`config.mk`:
```
export PLATFORM = sky130hd
export DESIGN_NAME = twl_warp_sched
export DESIGN_NICKNAME = d
export VERILOG_FILES = /design/src/rtl/twl_pkg.sv /design/src/rtl/twl_grp_rr.sv /design/src/rtl/twl_grp_rotor.sv /design/src/rtl/twl_warp_sched.sv
export SDC_FILE = /design/constraint.sdc
export NUM_CORES = 1
export LEC_CHECK = 0
export ABC_AREA = 1
export ABC_CLOCK_PERIOD_IN_PS = 8050
export BUFFER_PORTS_ARGS = -buffer_cell sky130_fd_sc_hd__buf_2
export CAP_MARGIN = 20
export CORE_ASPECT_RATIO = 0.5
export CORE_MARGIN = 4
export CORE_UTILIZATION = 23
export DETAILED_ROUTE_END_ITERATION = 10
export HOLD_SLACK_MARGIN = 0.03
export RECOVER_POWER = 50
export SLEW_MARGIN = 20
export SYNTH_ARGS = -nofsm -noshare
export SYNTH_HDL_FRONTEND = slang
export SYNTH_HIERARCHICAL = 1
export SYNTH_SLANG_ARGS = --single-unit
```
`constraint.sdc`:
```
create_clock -name clk -period 8.05 [get_ports clk]
set_clock_uncertainty 0.15 [all_clocks]
set_input_delay 1.61 -clock clk [delete_from_list [all_inputs] [get_ports clk]]
set_output_delay 1.61 -clock clk [all_outputs]
set_load 0.01 [all_outputs]
```
`src/rtl/twl_pkg.sv`:
```
package twl_pkg;

  // Return the first set bit of v[n-1:0] at or after start, wrapping; -1 if none.
  function automatic int rr_first(input logic [63:0] v, input int start, input int n);
    int res;
    res = -1;
    for (int j = 0; j < n; j++) begin
      if (res < 0 && v[(start + j) % n]) res = (start + j) % n;
    end
    return res;
  endfunction

  // Modular increment for indices and group numbers.
  function automatic int wrap_inc(input int x, input int n);
    return (x + 1 >= n) ? 0 : x + 1;
  endfunction

endpackage

```
`src/rtl/twl_grp_rr.sv`:
```
module twl_grp_rr #(
  parameter int GROUP_SIZE = 8,
  localparam int IW = (GROUP_SIZE > 1) ? $clog2(GROUP_SIZE) : 1
) (
  input  logic                  clk,
  input  logic                  rst_n,
  input  logic [GROUP_SIZE-1:0] elig,
  input  logic                  take,
  output logic                  any,
  output logic [IW-1:0]         pick
);
  logic [IW-1:0] ptr_q;
  int            pick_i;

  always_comb begin
    pick_i = twl_pkg::rr_first(64'(elig), int'(ptr_q), GROUP_SIZE);
    any    = (pick_i >= 0);
    pick   = (pick_i >= 0) ? IW'(pick_i) : '0;
  end

  always_ff @(posedge clk) begin
    if (!rst_n)    ptr_q <= '0;
    else if (take) ptr_q <= IW'(twl_pkg::wrap_inc(int'(pick), GROUP_SIZE));
  end

  assert_ptr_hold_R6: assert property (@(posedge clk) disable iff (!rst_n)
    !take |=> $stable(ptr_q));
  assert_pick_eligible_R4: assert property (@(posedge clk) disable iff (!rst_n)
    any |-> elig[pick]);
  assert_any_matches_R2: assert property (@(posedge clk) disable iff (!rst_n)
    any == (|elig));
endmodule

```
`src/rtl/twl_grp_rotor.sv`:
```
module twl_grp_rotor #(
  parameter int NUM_GROUPS = 4,
  parameter int TIMEOUT    = 32768,
  localparam int GW = (NUM_GROUPS > 1) ? $clog2(NUM_GROUPS) : 1,
  localparam int CW = $clog2(TIMEOUT + 1)
) (
  input  logic          clk,
  input  logic          rst_n,
  input  logic          top_stalled,
  input  logic          issue,
  output logic [GW-1:0] top,
  output logic          switch_now
);
  logic [CW-1:0] cnt_q;
  logic          tmo_hit;

  assign tmo_hit    = issue && (cnt_q == CW'(TIMEOUT - 1));
  assign switch_now = top_stalled || tmo_hit;

  always_ff @(posedge clk) begin
    if (!rst_n) begin
      top   <= '0;
      cnt_q <= '0;
    end else if (switch_now) begin
      top   <= GW'(twl_pkg::wrap_inc(int'(top), NUM_GROUPS));
      cnt_q <= '0;
    end else if (issue) begin
      cnt_q <= cnt_q + 1'b1;
    end
  end

  assert_cnt_bound_R8: assert property (@(posedge clk) disable iff (!rst_n)
    cnt_q < CW'(TIMEOUT));
  assert_cnt_clear_R9: assert property (@(posedge clk) disable iff (!rst_n)
    switch_now |=> cnt_q == '0);
  assert_top_step_R7: assert property (@(posedge clk) disable iff (!rst_n)
    !switch_now |=> $stable(top));
endmodule

```
`src/rtl/twl_warp_sched.sv`:
```
module twl_warp_sched #(
  parameter int NUM_WARPS  = 32,
  parameter int GROUP_SIZE = 8,
  parameter int TIMEOUT    = 32768,
  localparam int NUM_GROUPS = NUM_WARPS / GROUP_SIZE,
  localparam int WW = (NUM_WARPS > 1) ? $clog2(NUM_WARPS) : 1,
  localparam int GW = (NUM_GROUPS > 1) ? $clog2(NUM_GROUPS) : 1,
  localparam int IW = (GROUP_SIZE > 1) ? $clog2(GROUP_SIZE) : 1
) (
  input  logic                 clk,
  input  logic                 rst_n,
  input  logic [NUM_WARPS-1:0] ready_i,
  input  logic [NUM_WARPS-1:0] stall_i,
  input  logic [NUM_WARPS-1:0] done_i,
  input  logic                 issue_i,
  output logic                 grant_valid_o,
  output logic [WW-1:0]        grant_id_o,
  output logic [GW-1:0]        top_group_o
);
  logic [NUM_WARPS-1:0]  busy_q;
  logic [NUM_WARPS-1:0]  elig;
  logic [NUM_WARPS-1:0]  grant_vec;
  logic [NUM_GROUPS-1:0] grp_any;
  logic [NUM_GROUPS-1:0] grp_stall;
  logic [NUM_GROUPS-1:0] grp_take;
  logic [IW-1:0]         grp_pick [NUM_GROUPS];
  logic [GW-1:0]         top_q;
  logic [GW-1:0]         win_grp;
  logic                  top_stalled;
  logic                  grp_switch;
  int                    win_i;

  assign elig = ready_i & ~stall_i & ~busy_q;

  for (genvar g = 0; g < NUM_GROUPS; g++) begin : g_grp
    assign grp_stall[g] = &stall_i[g*GROUP_SIZE +: GROUP_SIZE];
    assign grp_take[g]  = grant_valid_o && (win_grp == GW'(g));
    twl_grp_rr #(.GROUP_SIZE(GROUP_SIZE)) i_rr (
      .clk  (clk),
      .rst_n(rst_n),
      .elig (elig[g*GROUP_SIZE +: GROUP_SIZE]),
      .take (grp_take[g]),
      .any  (grp_any[g]),
      .pick (grp_pick[g])
    );
  end

  always_comb begin
    win_i         = twl_pkg::rr_first(64'(grp_any), int'(top_q), NUM_GROUPS);
    grant_valid_o = (win_i >= 0);
    win_grp       = (win_i >= 0) ? GW'(win_i) : '0;
    grant_id_o    = grant_valid_o
                  ? WW'(int'(win_grp) * GROUP_SIZE + int'(grp_pick[win_grp])) : '0;
    grant_vec     = grant_valid_o ? (NUM_WARPS'(1) << grant_id_o) : '0;
    top_stalled   = grp_stall[top_q];
  end

  twl_grp_rotor #(.NUM_GROUPS(NUM_GROUPS), .TIMEOUT(TIMEOUT)) i_rotor (
    .clk        (clk),
    .rst_n      (rst_n),
    .top_stalled(top_stalled),
    .issue      (issue_i),
    .top        (top_q),
    .switch_now (grp_switch)
  );

  assign top_group_o = top_q;

  always_ff @(posedge clk) begin
    if (!rst_n) busy_q <= '0;
    else        busy_q <= (busy_q & ~done_i) | grant_vec;
  end

  assert_no_regrant_R3: assert property (@(posedge clk) disable iff (!rst_n)
    grant_valid_o |-> !busy_q[grant_id_o] && ready_i[grant_id_o] && !stall_i[grant_id_o]);
  assert_marks_busy_R3: assert property (@(posedge clk) disable iff (!rst_n)
    grant_valid_o |=> busy_q[$past(grant_id_o)]);
  assert_top_first_R5: assert property (@(posedge clk) disable iff (!rst_n)
    grant_valid_o && grp_any[top_q] |-> (int'(grant_id_o) / GROUP_SIZE) == int'(top_q));
  assert_one_take_R6: assert property (@(posedge clk) disable iff (!rst_n)
    $onehot0(grp_take));
  assert_stall_switch_R7: assert property (@(posedge clk) disable iff (!rst_n)
    top_stalled |=> top_q == GW'(twl_pkg::wrap_inc(int'($past(top_q)), NUM_GROUPS)));
endmodule

```
==> results.md <==
- The flow ran to the end, and the final reports show no timing, DRC or antenna violations.
- The library cells used most frequently in the layout, excluding fill and tap cells, are 277 x sky130_fd_sc_hd__nand2_1, 154 x sky130_fd_sc_hd__inv_1, 148 x sky130_fd_sc_hd__nand3_1, 103 x sky130_fd_sc_hd__buf_2, 95 x sky130_fd_sc_hd__nor2_1.
- The mean cell area of the mapped netlist is 6.19 sq um.
- The number of filler instances in the final layout is 3282.
- After detailed routing, the average wire length per cell comes to 12.2 microns.
- For this configuration, the core starts out at a cell density of 0.234.
- Using the TritonRoute via totals, the vias-per-cell ratio works out to 4.45.
- Clock-pin slew was measured on the worst setup and hold paths at roughly 60 ps.
- The clock tree from TritonCTS is done.
- In the final timing run, aggregate negative setup slack is 0 ps.
- Setup repair after global routing left no endpoint under its margin.
- Routability-driven placement finished with a final weighted congestion of 0.923.
- The worst-case IR drop observed on VDD is 0.254 mV.
- The number of nets with antenna violations after routing is 0.
- The total area of multi-input combinational cells is 4600 sq um.
- The part of the power in registers is 0.121.
- The count of maximum capacitance violations is 0.
- The max-slew violation count is 0.
- The die height is 130 microns.
- The share of the synthesized area in compound gates (AO/OA/AOI/OAI) is 0.0722.
- The total count of hold-check failures in the final report is 0.
- The routed layout has slightly above 7k vias.
- The most critical setup path has its startpoint at g_grp[3].i_rr/ptr_q[0].
- The number of cells on the worst reg-to-reg path is 25.
- The number of clock sinks is 62.
- The fraction of post-synthesis cell area in the top cell type by area is 0.183.
- The via count of the first global-routing pass is ~6.5k.
- The total detailed-routing wirelength is 19200 microns.
- Of the total power, the clock network draws 0.116.
- The final non-filler cell area is 7850 sq um.
- The worst setup path is launched from a flop.
- The count of buffers from port buffering is 106.
- between 100 and 150 I/O pins were placed.
- After synthesis, the cell types taking the most area are sky130_fd_sc_hd__dfxtp_1 18%, sky130_fd_sc_hd__nand2_1 15%, sky130_fd_sc_hd__nand3_1 11%.
- The die area is 32500 sq um.
- The total track usage is 0.114.
- The type of the worst min-delay path is flop to flop.
- Detailed placement ended at an HPWL of 15400 microns.
- Compared with the post-synthesis result, the final layout area differs by 15.6%.
- The H-tree level count is 3.
- Before antenna repair, the detailed router went through 5 iterations.
- The power share of the combinational group is 0.763.
- The worst hold path passes through 2 cells.
- The post-detailed-placement cell area is between 7000 and 8000 sq um.
- The top achievable clock speed is 0.141 GHz.
- The residual overflow from global routing is 0.
- Entering global routing, the biggest net connects 33 pins.
- The first global-routing pass estimated 31100 microns of wire.
- The number of nets in the final layout is between 1k and 1.5k.
- Of the total synthesized cell area, the portion taken by full adders, half adders and majority gates is 0.0184.
- Data arrives at the worst endpoint at 5340 ps.
- The root buffer cell chosen for the clock tree is sky130_fd_sc_hd__clkbuf_16.
- The instance count of the mapped netlist is 1097.
- For this run, the register share of the synthesized area comes to 0.183.
- Synthesis instantiated between 50 and 60 different standard cells from the library.
- The floorplan step defined a core boundary enclosing 29100 sq um.
- The destination of the worst register-to-register timing path is busy_q[12].
- Among the stages of the critical path, the cell type that occurs most often is sky130_fd_sc_hd__nand2_1.
- In this run the worst setup path terminates at grant_id_o[2].
- The clock reaches the later pin of the worst-skew pair after 330 ps.
- The worst path required time is approximately 6300 ps.
- Walking the worst path, the cells encountered are inv_1, ha_1, inv_1, nand3_1, nand3_1, nand2_1, nor2_8, nand4_4, nor2_4, nand2_2, or2_2, inv_1, nand2_1, o21a_1, nor2_8, nand2_1, nand3_1, nand3_1, nand2_1, nand2_1, nand2_2, nand2_2, inv_2, buf_2.
- The highest metal layer used by the detailed router is met4.
- The number of antenna violations at the first check in global routing is 0.
- For this block, wires on met1 add up to 8330 microns.
- In the detailed route, the total length drawn on met3 is 585 microns.
- The clock passes through at most 2 buffers.
- At the end of the flow the core is filled with cells to 0.270.
- After clock tree synthesis, the setup repair step added 0 buffers.
- The largest individual stage delay along the critical path comes from the cell sky130_fd_sc_hd__dfxtp_1.
- The setup slack of the worst register-to-register path is 2530 ps.
- The critical path in this run is classified as flop to output pin.
- The share of the synthesized netlist area taken by xor and xnor gates is 0.0396.
- In the final layout, the share of cells above drive strength 1 is 0.212.
- The synthesis warning total is 6.
- The initial DRC count is 532.
- The portion of synthesized area spent on multiplexers is 0.00147.
- The die is ~250 microns wide.
- The simple-gate portion of the synthesized area is 0.552.
- The net count after synthesis is 1206.
- In this run the power density over the cells is 445 nW/um^2.
- The register bit count reported by yosys is between 60 and 70.
- For this design the static power due to leakage is 3.82 nW.
- The number of buffers added to fix hold violations after cts is 0.
- The final worst-path cycle share is 0.882.
- sky130_fd_sc_hd__dfxtp_1 takes more of the synthesized area than any other cell.
- The internal portion of the total power is between 1 and 1.5 mW.
- The combined flip-flop and latch cell area is ~1200 sq um.
- For the pin with the worst max-slew slack, the measured transition is 980 ps.
- The start of the worst register-to-register path is g_grp[3].i_rr/ptr_q[0].
- The number of antenna diodes in the final layout is 0.
- The worst-case headroom to the max-slew limit is 0.342.
- In the detailed route, the total length drawn on met2 is ~10000 microns.
- The net switching fraction of the power is 0.594.
- The floorplan has 44 rows.
- The worst setup path is captured at an output pin.
- Of all nets on the critical path, the largest fanout is 17.
- For this run, the slowest stage of the critical path takes 640 ps.
- The most common cell after layout, fill and taps aside is sky130_fd_sc_hd__nand2_1.
- For this run, design rule violations remaining after detail routing come to 0.
- The TritonCTS buffer count is 9.
- Summed over all nets, the switching power comes to roughly 2.1 mW.
- The final critical-path required period is 7100 ps.
- Setup violations remaining at the end of the flow were counted as 0.
- After synthesis, the largest family of logic cells by area is simple AND/OR/NAND/NOR gates.
- Gates resized during post-CTS repair numbered 0.
- The netlist area before placement is 6800 sq um.
-- stage by stage --
stage	std cells	total power [mW]	hold WS (ps)	worst slack [ps]
2_1_floorplan	1097	2.66	293	2140
3_3_place_gp	1567	3.06	304	1420
3_5_place_dp	1567	3.06	305	1350
4_1_cts	1582	3.49	314	1270
5_1_grt	1582	3.84	335	443
6_report	1582	3.49	312	948
-- sequential cells by signal, indices dropped and copies added (netlist names) --
register,cells
busy_q,32
g_grp.i_rr/ptr_q,12
i_rotor/cnt_q,16
i_rotor/top,2
-- layout make-up --
class                           instances  area share
Clock inverter                          4     0.00701
Inverter                              179      0.0871
Sequential cell                        62       0.158
Timing Repair Buffer                  106      0.0671
Clock buffer                           11      0.0322
Multi-Input combinational cell        829       0.586
Tap cell                              391      0.0623
-- how the worst min path moves through the flow --
stage	startpoint	to
6_report	busy_q[4]	busy_q[4]
5_1_grt	busy_q[15]	busy_q[15]
4_1_cts	busy_q[28]	busy_q[28]
3_5_place_dp	busy_q[28]	busy_q[28]
3_3_place_gp	busy_q[19]	busy_q[19]
2_1_floorplan	busy_q[13]	busy_q[13]
-- critical path: cells and delay by family, from the launching register on --
kind,cells,cell delay [ps]
simple gates,17,2600
buf+inv,5,1050
flops,1,640
fa+ha+maj,1,510
compound gates,1,190
-- logic make-up (layout without fill, tap and decap cells) --
family                     after synthesis  count (layout)
adders and majority gates               10              10
xor gates and xnor gates                29              29
and+or+nand+nor                        704             704
AOI/OAI and AO/OA                       85              85
DFF                                     62              62
buffers and inverters                  206             300
muxes                                    1               1
-- routing by layer --
| metal | track usage | vias to the layer above |
|---|---|---|
| li1 | - | 3718 |
| met1 | 0.137 | 3164 |
| met2 | 0.218 | 129 |
| met3 | 0.0104 | 26 |
| met4 | 0.0384 | 0 |
| met5 | 0 | - |
-- cell usage after synthesis, drive strengths merged --
master and number:
o21a 1, a21oi 54, o211ai 3, dfxtp 62
xnor2 13, a31oi 1, nor4 4, clkinv 7
nand2 320, nor3 5, ha 10, nor2 125
or2 6, buf 24, nand3b 9, xor2 16
o21ai 21, inv 172, nor3b 8, o22ai 4
o21bai 1, nand4 56, clkbuf 3, mux2i 1
nand3 171
-- power groups by stage --
stage	Combinational, mW	Sequential (mW)	Clock [mW]
after floorplan	2.30	0.367	0
after global routing	2.98	0.430	0.427
final	2.67	0.423	0.403
after detailed placement	2.63	0.428	0
after global placement	2.63	0.431	0
after CTS	2.65	0.422	0.417
No activity file was read; power rests on OpenSTA's default activity.
